### src/rtl/crx_pkg.sv
package crx_pkg;
    localparam int CR0_PE  = 0;
    localparam int CR0_MP  = 1;
    localparam int CR0_EM  = 2;
    localparam int CR0_TS  = 3;
    localparam int CR0_ET  = 4;
    localparam int CR0_WP  = 16;
    localparam int CR0_PG  = 31;
    localparam int CR4_PSE = 4;
    localparam int CR4_PAE = 5;
    localparam int CR4_PGE = 7;
    localparam int CR4_OSX = 9;

    typedef enum logic [1:0] {
        LM_LEGACY = 2'd0,
        LM_COMPAT = 2'd1,
        LM_WIDE   = 2'd2
    } lm_state_e;
endpackage

### src/rtl/crx_mode_fsm.sv
module crx_mode_fsm
    import crx_pkg::*;
(
    input  logic clk,
    input  logic rst_n,
    input  logic enter_req,
    input  logic exit_req,
    input  logic code64_ld,
    input  logic code64_val,
    output logic lma,
    output logic cs64
);
    lm_state_e state_q, state_d;

    always_ff @(posedge clk or negedge rst_n) begin
        if (!rst_n) state_q <= LM_LEGACY;
        else        state_q <= state_d;
    end

    always_comb begin
        state_d = state_q;
        unique case (state_q)
            LM_LEGACY: if (enter_req) state_d = LM_COMPAT;
            LM_COMPAT: begin
                if (exit_req)                    state_d = LM_LEGACY;
                else if (code64_ld && code64_val) state_d = LM_WIDE;
            end
            LM_WIDE: begin
                if (exit_req)                     state_d = LM_LEGACY;
                else if (code64_ld && !code64_val) state_d = LM_COMPAT;
            end
            default: state_d = LM_LEGACY;
        endcase
    end

    always_comb begin
        lma  = 1'b0;
        cs64 = 1'b0;
        unique case (state_q)
            LM_LEGACY: ;
            LM_COMPAT: lma = 1'b1;
            LM_WIDE: begin
                lma  = 1'b1;
                cs64 = 1'b1;
            end
            default: ;
        endcase
    end
endmodule

### src/rtl/crx_cr0_ctl.sv
module crx_cr0_ctl
    import crx_pkg::*;
#(
    parameter int          DW        = 32,
    parameter logic [31:0] RESET_VAL = 32'h6000_0010
) (
    input  logic          clk,
    input  logic          rst_n,
    input  logic          wr_en,
    input  logic [DW-1:0] wr_data,
    input  logic          lme,
    input  logic          pae,
    input  logic          lma,
    input  logic          seg_wr,
    input  logic          seg_val,
    output logic [DW-1:0] cr0_q,
    output logic          addseg_q,
    output logic          enter_req,
    output logic          exit_req,
    output logic          flush_req
);
    localparam logic [DW-1:0] XLATE_BITS =
        (DW'(1) << CR0_PG) | (DW'(1) << CR0_WP) | (DW'(1) << CR0_PE);
    localparam logic [DW-1:0] ET_BIT = DW'(1) << CR0_ET;

    logic enter_try, dropped, take, pe_next;

    always_comb begin
        enter_try = wr_en && !cr0_q[CR0_PG] && wr_data[CR0_PG] && lme;
        dropped   = enter_try && !pae;
        take      = wr_en && !dropped;
        enter_req = enter_try && pae;
        exit_req  = take && cr0_q[CR0_PG] && !wr_data[CR0_PG] && lma;
        flush_req = take && (((wr_data ^ cr0_q) & XLATE_BITS) != '0);
        pe_next   = take ? wr_data[CR0_PE] : cr0_q[CR0_PE];
    end

    always_ff @(posedge clk or negedge rst_n) begin
        if (!rst_n) begin
            cr0_q    <= DW'(RESET_VAL);
            addseg_q <= 1'b1;
        end else begin
            if (take) cr0_q <= wr_data | ET_BIT;
            if (!pe_next)    addseg_q <= 1'b1;
            else if (seg_wr) addseg_q <= seg_val;
        end
    end
endmodule

### src/rtl/crx_cr4_ctl.sv
module crx_cr4_ctl
    import crx_pkg::*;
#(
    parameter int DW = 32
) (
    input  logic          clk,
    input  logic          rst_n,
    input  logic          wr_en,
    input  logic [DW-1:0] wr_data,
    input  logic          sse_ok,
    output logic [DW-1:0] cr4_q,
    output logic          flush_req
);
    localparam logic [DW-1:0] XLATE_BITS =
        (DW'(1) << CR4_PGE) | (DW'(1) << CR4_PAE) | (DW'(1) << CR4_PSE);
    localparam logic [DW-1:0] OSX_BIT = DW'(1) << CR4_OSX;

    logic [DW-1:0] cleaned;

    always_comb begin
        cleaned   = sse_ok ? wr_data : (wr_data & ~OSX_BIT);
        flush_req = wr_en && (((cleaned ^ cr4_q) & XLATE_BITS) != '0);
    end

    always_ff @(posedge clk or negedge rst_n) begin
        if (!rst_n)     cr4_q <= '0;
        else if (wr_en) cr4_q <= cleaned;
    end
endmodule

### src/rtl/crx_a20_gate.sv
module crx_a20_gate #(
    parameter int DW      = 32,
    parameter int GATE_BIT = 20
) (
    input  logic          clk,
    input  logic          rst_n,
    input  logic          gate_in,
    output logic [DW-1:0] mask_q,
    output logic          flush_req
);
    localparam logic [DW-1:0] HOLE = ~(DW'(1) << GATE_BIT);

    logic gate_q;

    assign flush_req = gate_in != gate_q;

    always_ff @(posedge clk or negedge rst_n) begin
        if (!rst_n) begin
            gate_q <= 1'b1;
            mask_q <= '1;
        end else if (flush_req) begin
            gate_q <= gate_in;
            mask_q <= HOLE | (DW'(gate_in) << GATE_BIT);
        end
    end
endmodule

### src/rtl/crx_update_unit.sv
module crx_update_unit
    import crx_pkg::*;
#(
    parameter int          DW        = 32,
    parameter int          GATE_BIT  = 20,
    parameter logic [31:0] CR0_RESET = 32'h6000_0010
) (
    input  logic          clk,
    input  logic          rst_n,
    input  logic          cr0_wr_en,
    input  logic [DW-1:0] cr0_wr_data,
    input  logic          cr3_wr_en,
    input  logic [DW-1:0] cr3_wr_data,
    input  logic          cr4_wr_en,
    input  logic [DW-1:0] cr4_wr_data,
    input  logic          lme_wr_en,
    input  logic          lme_wr_val,
    input  logic          code64_ld,
    input  logic          code64_val,
    input  logic          seg_base_wr,
    input  logic          seg_base_val,
    input  logic          a20_gate,
    input  logic          sse_ok,
    output logic [DW-1:0] cr0_q,
    output logic [DW-1:0] cr3_q,
    output logic [DW-1:0] cr4_q,
    output logic          efer_lme,
    output logic          lma_flag,
    output logic          cs64_flag,
    output logic          pe_flag,
    output logic          addseg_flag,
    output logic          mp_flag,
    output logic          em_flag,
    output logic          ts_flag,
    output logic          osfxsr_flag,
    output logic          flush_all,
    output logic          flush_local,
    output logic          ip_trunc,
    output logic [DW-1:0] a20_mask
);
    logic enter_req, exit_req, cr0_flush, cr4_flush, a20_flush;
    logic all_d, local_d;

    crx_cr0_ctl #(.DW(DW), .RESET_VAL(CR0_RESET)) u_cr0 (
        .clk       (clk),
        .rst_n     (rst_n),
        .wr_en     (cr0_wr_en),
        .wr_data   (cr0_wr_data),
        .lme       (efer_lme),
        .pae       (cr4_q[CR4_PAE]),
        .lma       (lma_flag),
        .seg_wr    (seg_base_wr),
        .seg_val   (seg_base_val),
        .cr0_q     (cr0_q),
        .addseg_q  (addseg_flag),
        .enter_req (enter_req),
        .exit_req  (exit_req),
        .flush_req (cr0_flush)
    );

    crx_cr4_ctl #(.DW(DW)) u_cr4 (
        .clk       (clk),
        .rst_n     (rst_n),
        .wr_en     (cr4_wr_en),
        .wr_data   (cr4_wr_data),
        .sse_ok    (sse_ok),
        .cr4_q     (cr4_q),
        .flush_req (cr4_flush)
    );

    crx_a20_gate #(.DW(DW), .GATE_BIT(GATE_BIT)) u_a20 (
        .clk       (clk),
        .rst_n     (rst_n),
        .gate_in   (a20_gate),
        .mask_q    (a20_mask),
        .flush_req (a20_flush)
    );

    crx_mode_fsm u_mode (
        .clk        (clk),
        .rst_n      (rst_n),
        .enter_req  (enter_req),
        .exit_req   (exit_req),
        .code64_ld  (code64_ld),
        .code64_val (code64_val),
        .lma        (lma_flag),
        .cs64       (cs64_flag)
    );

    always_comb begin
        all_d   = cr0_flush || cr4_flush || a20_flush;
        local_d = cr3_wr_en && cr0_q[CR0_PG] && !all_d;
    end

    always_ff @(posedge clk or negedge rst_n) begin
        if (!rst_n) begin
            cr3_q       <= '0;
            efer_lme    <= 1'b0;
            flush_all   <= 1'b0;
            flush_local <= 1'b0;
            ip_trunc    <= 1'b0;
        end else begin
            if (cr3_wr_en) cr3_q    <= cr3_wr_data;
            if (lme_wr_en) efer_lme <= lme_wr_val;
            flush_all   <= all_d;
            flush_local <= local_d;
            ip_trunc    <= exit_req;
        end
    end

    assign pe_flag     = cr0_q[CR0_PE];
    assign mp_flag     = cr0_q[CR0_MP];
    assign em_flag     = cr0_q[CR0_EM];
    assign ts_flag     = cr0_q[CR0_TS];
    assign osfxsr_flag = cr4_q[CR4_OSX];
endmodule

### config.mk
export PLATFORM = sky130hd
export DESIGN_NAME = crx_update_unit
export DESIGN_NICKNAME = d
export VERILOG_FILES = /design/src/rtl/crx_pkg.sv /design/src/rtl/crx_mode_fsm.sv /design/src/rtl/crx_cr0_ctl.sv /design/src/rtl/crx_cr4_ctl.sv /design/src/rtl/crx_a20_gate.sv /design/src/rtl/crx_update_unit.sv
export SDC_FILE = /design/constraint.sdc
export NUM_CORES = 1
export LEC_CHECK = 0
export BUFFER_PORTS_ARGS = -buffer_cell sky130_fd_sc_hd__buf_2
export CORE_MARGIN = 2
export CORE_UTILIZATION = 40
export DETAILED_ROUTE_END_ITERATION = 8
export PLACE_DENSITY_LB_ADDON = 0.3
export SLEW_MARGIN = 20
export SYNTH_ARGS = -nofsm -noshare
export SYNTH_HDL_FRONTEND = slang
export SYNTH_HIERARCHICAL = 1
export SYNTH_SLANG_ARGS = --single-unit
### constraint.sdc
create_clock -name clk -period 2.1 [get_ports clk]
set_clock_uncertainty 0.05 [all_clocks]
set_input_delay 0.42 -clock clk [delete_from_list [all_inputs] [get_ports clk]]
set_output_delay 0.42 -clock clk [all_outputs]
set_load 0.05 [all_outputs]
==> flow_summary.yaml <==
logic_synthesis:
  synth_seq_cells: 103
  yosysTopAreaCell: "dfrtp_1"
  yosysWarnings: 6
  synth_cells: 290
  synthArstFlopShare_pct: 100
  synthFlopType: "dfrtp_1"
  synth_area_leaders: "dfrtp_1 53%, mux2_4 18%, mux2_2 9.2%, buf_4 6.2%, dfstp_2 2.3%"
  syn_area_um2: 4630
  post-synth-top-count-cell: "dfrtp_1"
  synth_top_area_share_pct: 53.5
  yosysSeqAreaShare_pct: 55.7
  synth-edff-count: 0
  synth.avg_cell_area_um2: 16.0
  ys_top_cells_by_count: "99 x dfrtp_1, 56 x mux2_4, 38 x buf_4, 38 x mux2_2"
  synth_cell_types: 31
power_and_ir_drop:
  power.total_mw: 6.02
  power_switching_mw: 2.24
  vdd_drop_max_v: 0.000602
  switching_share_pct: 37.2
  seqPwrFrac_pct: 39.0
  power_per_cell_area_nw_per_um2: 1010
  intPower_mw: 3.78
  power_frac_clock_pct: 27.8
  p_leak_nw: 3.10
  p_comb_share_pct: 33.2
global_route:
  grt_max_degree: 104
  grt_overflow: 0
  grt_pass1_vias: 2962
  grt_pass1_wl_um: 14900
  antenna_found_initial: 0
  track_usage_pct: 15.3
drt:
  dr.pass1.iters: 6
  drc: 0
  wirelength_um: 9390
  viasPerCell: 4.42
  ant_nets: 0
  drt-initial-drc-count: 80
  num_vias: 2880
  avgRoutedWirePerCell_um: 14.4
clock_tree:
  cts-buffers-inserted: 9
  clock_path_buffers: 2
  root_buffer: "clkbuf_16"
  cts_tree: "built"
  holdBufCountCts: 0
  path_clk_slew_ps: 70
  cts.sinks: 103
  cts_max_level: 3
  clock_latency_ps: 340
timing:
  fin_setup_tns_ps: 0
  post-route-min-period_ps: 1940
  drv_slew: 0
  setup_viol: 0
  tightest_slew_ps: 541
  finalCritPeriodShare_pct: 92.4
  relSlewSlack_pct: 63.9
  hold_viol: 0
  fmax_ghz: 0.515
  rsz0062_at_grt: "no"
  setup_ws_ps: 160
die:
  core-area_um2: 11400
  die_h_um: 112
  row_count: 39
  ios: 249
  dieArea_um2: 12500
  die_w_um: 112
  initial_core_util_pct: 40.8
layout:
  fill_cells: 985
  nNetsFinal: 616
  drive_gt1_share_pct: 66.1
  areaGrowthSynthToFinish_pct: 28.1
  final_cell_count_no_fill: 651
  diodes: 0
  final_area_um2: 5930
place:
  placed_area_um2: 5630
  gp_congestion: 0.739
  place_hpwl_um: 6870
  io_buffers: 215
  dpl.cell_count: 634
  preCtsSetupSlack_ps: 129
worst_setup_path:
  crit_fanout: 3
  start_kind: "flop"
  arrival_ps: 2150
  end_kind: "flop"
  r2r-start: "u_mode/state_q[0]$_DFFE_PN0P_"
  startpoint: "u_mode/state_q[0]$_DFFE_PN0P_"
  critPathRequiredTime_ps: 2310
  worstSetupPathType: "flop to flop"
status:
  outcome: "finished, final reports clean"
flow_run:
  drv_cap: 0
worst_hold_path:
  hold_class: "input pin to async pin"
==> registers in the layout (all words and copies together), names as in the netlist <==
| name | cells |
|---|---|
| u_mode/state_q | 2 |
| u_cr4/cr4_q | 32 |
| u_cr0/cr0_q | 31 |
| ip_trunc | 1 |
| efer_lme | 1 |
| flush_all | 1 |
| u_cr0/addseg_q | 1 |
| u_a20/mask_q | 1 |
| flush_local | 1 |
| cr3_q | 32 |
==> layout by cell type, fill, tap and decap left out, types with 5 or more instances in the layout <==
| master | n |
|---|---|
| buf_4 | 5 |
| mux2_2 | 38 |
| buf_2 | 214 |
| conb_1 | 32 |
| dfrtp_1 | 99 |
| nand2_1 | 5 |
| clkbuf_16 | 9 |
| mux2_4 | 56 |
==> per-layer routing <==
layer  share of wire (%)  vias to the layer above  track usage [%]
li1                    -                     1338                -
met3                 7.7                       18             4.63
met4                 2.4                        0             7.57
met2                  50                      135             25.5
met1                  40                     1389             17.9
met5                   0                        -                0
==> power groups by stage <==
stage,Combinational [mW],Clock (mW),Sequential [mW]
2_1_floorplan,0.840,0,3.12
3_3_place_gp,1.95,0,2.37
3_5_place_dp,1.99,0,2.38
4_1_cts,1.99,1.73,2.35
5_1_grt,2.09,1.80,2.38
6_report,2.00,1.67,2.35
==> cell families after synthesis <==
logic type               count (synthesis)  synth area share, %
AO/OA/AOI/OAI                            6                 1.16
XOR/XNOR                                 7                 1.32
adder cells (fa/ha/maj)                  4                 1.08
buffers and inverters                   54                 10.3
flip-flops                             103                 55.7
multiplexers                            99                 28.5
other                                    2                0.162
AND/OR/NAND/NOR                         15                 1.76
==> area by class of cell <==
| type | instances | area [um2] | share of cell area, % |
|---|---|---|---|
| Timing Repair Buffer | 222 | 1170 | 19.7 |
| Tap cell | 143 | 179 | 3.02 |
| Inverter | 4 | 15.0 | 0.253 |
| Clock buffer | 11 | 243 | 4.09 |
| Sequential cell | 103 | 2580 | 43.5 |
| Multi-Input combinational cell | 163 | 1690 | 28.4 |
| Clock inverter | 5 | 57.6 | 0.970 |
==> final timing paths <==
| kind | to | slack, ps | depth (start not counted) |
|---|---|---|---|
| hold / removal | u_cr4/cr4_q[11]$_DFFE_PN0P_ | 80 | 2 |
| min in group clk | u_a20/mask_q[20]$_DFFE_PN1P_ | 140 | 1 |
| hold reg to reg | u_cr0/cr0_q[12]$_DFFE_PN0P_ | 440 | 1 |
| max in group asynchronous | u_cr0/addseg_q$_DFFE_PN1P_ | 1500 | 2 |
| setup reg to reg | u_mode/state_q[0]$_DFFE_PN0P_ | 160 | 7 |
| setup / recovery | u_mode/state_q[0]$_DFFE_PN0P_ | 160 | 7 |
==> critical path, stage by stage, from the launching register on <==
cell,delay (ps)
dfrtp_1,380
inv_1,90
ha_1,310
and4b_1,250
nor2b_1,90
a222oi_1,310
buf_4,190
mux2i_1,200
==> per-stage QoR <==
step,util [%],hold slack (ps)
after detailed placement,49.5,434
after floorplan,-,74.4
after global placement,49.5,423
final,52.2,79.4
after global routing,52.2,123
after CTS,52.1,106
==> repair_timing <==
item,CTS,global route
setup buffers,0,1
endpoints found under the hold margin,0,0
endpoints found under the setup margin,0,1
gates resized for setup,0,0
No activity file was read; power rests on OpenSTA's default activity.
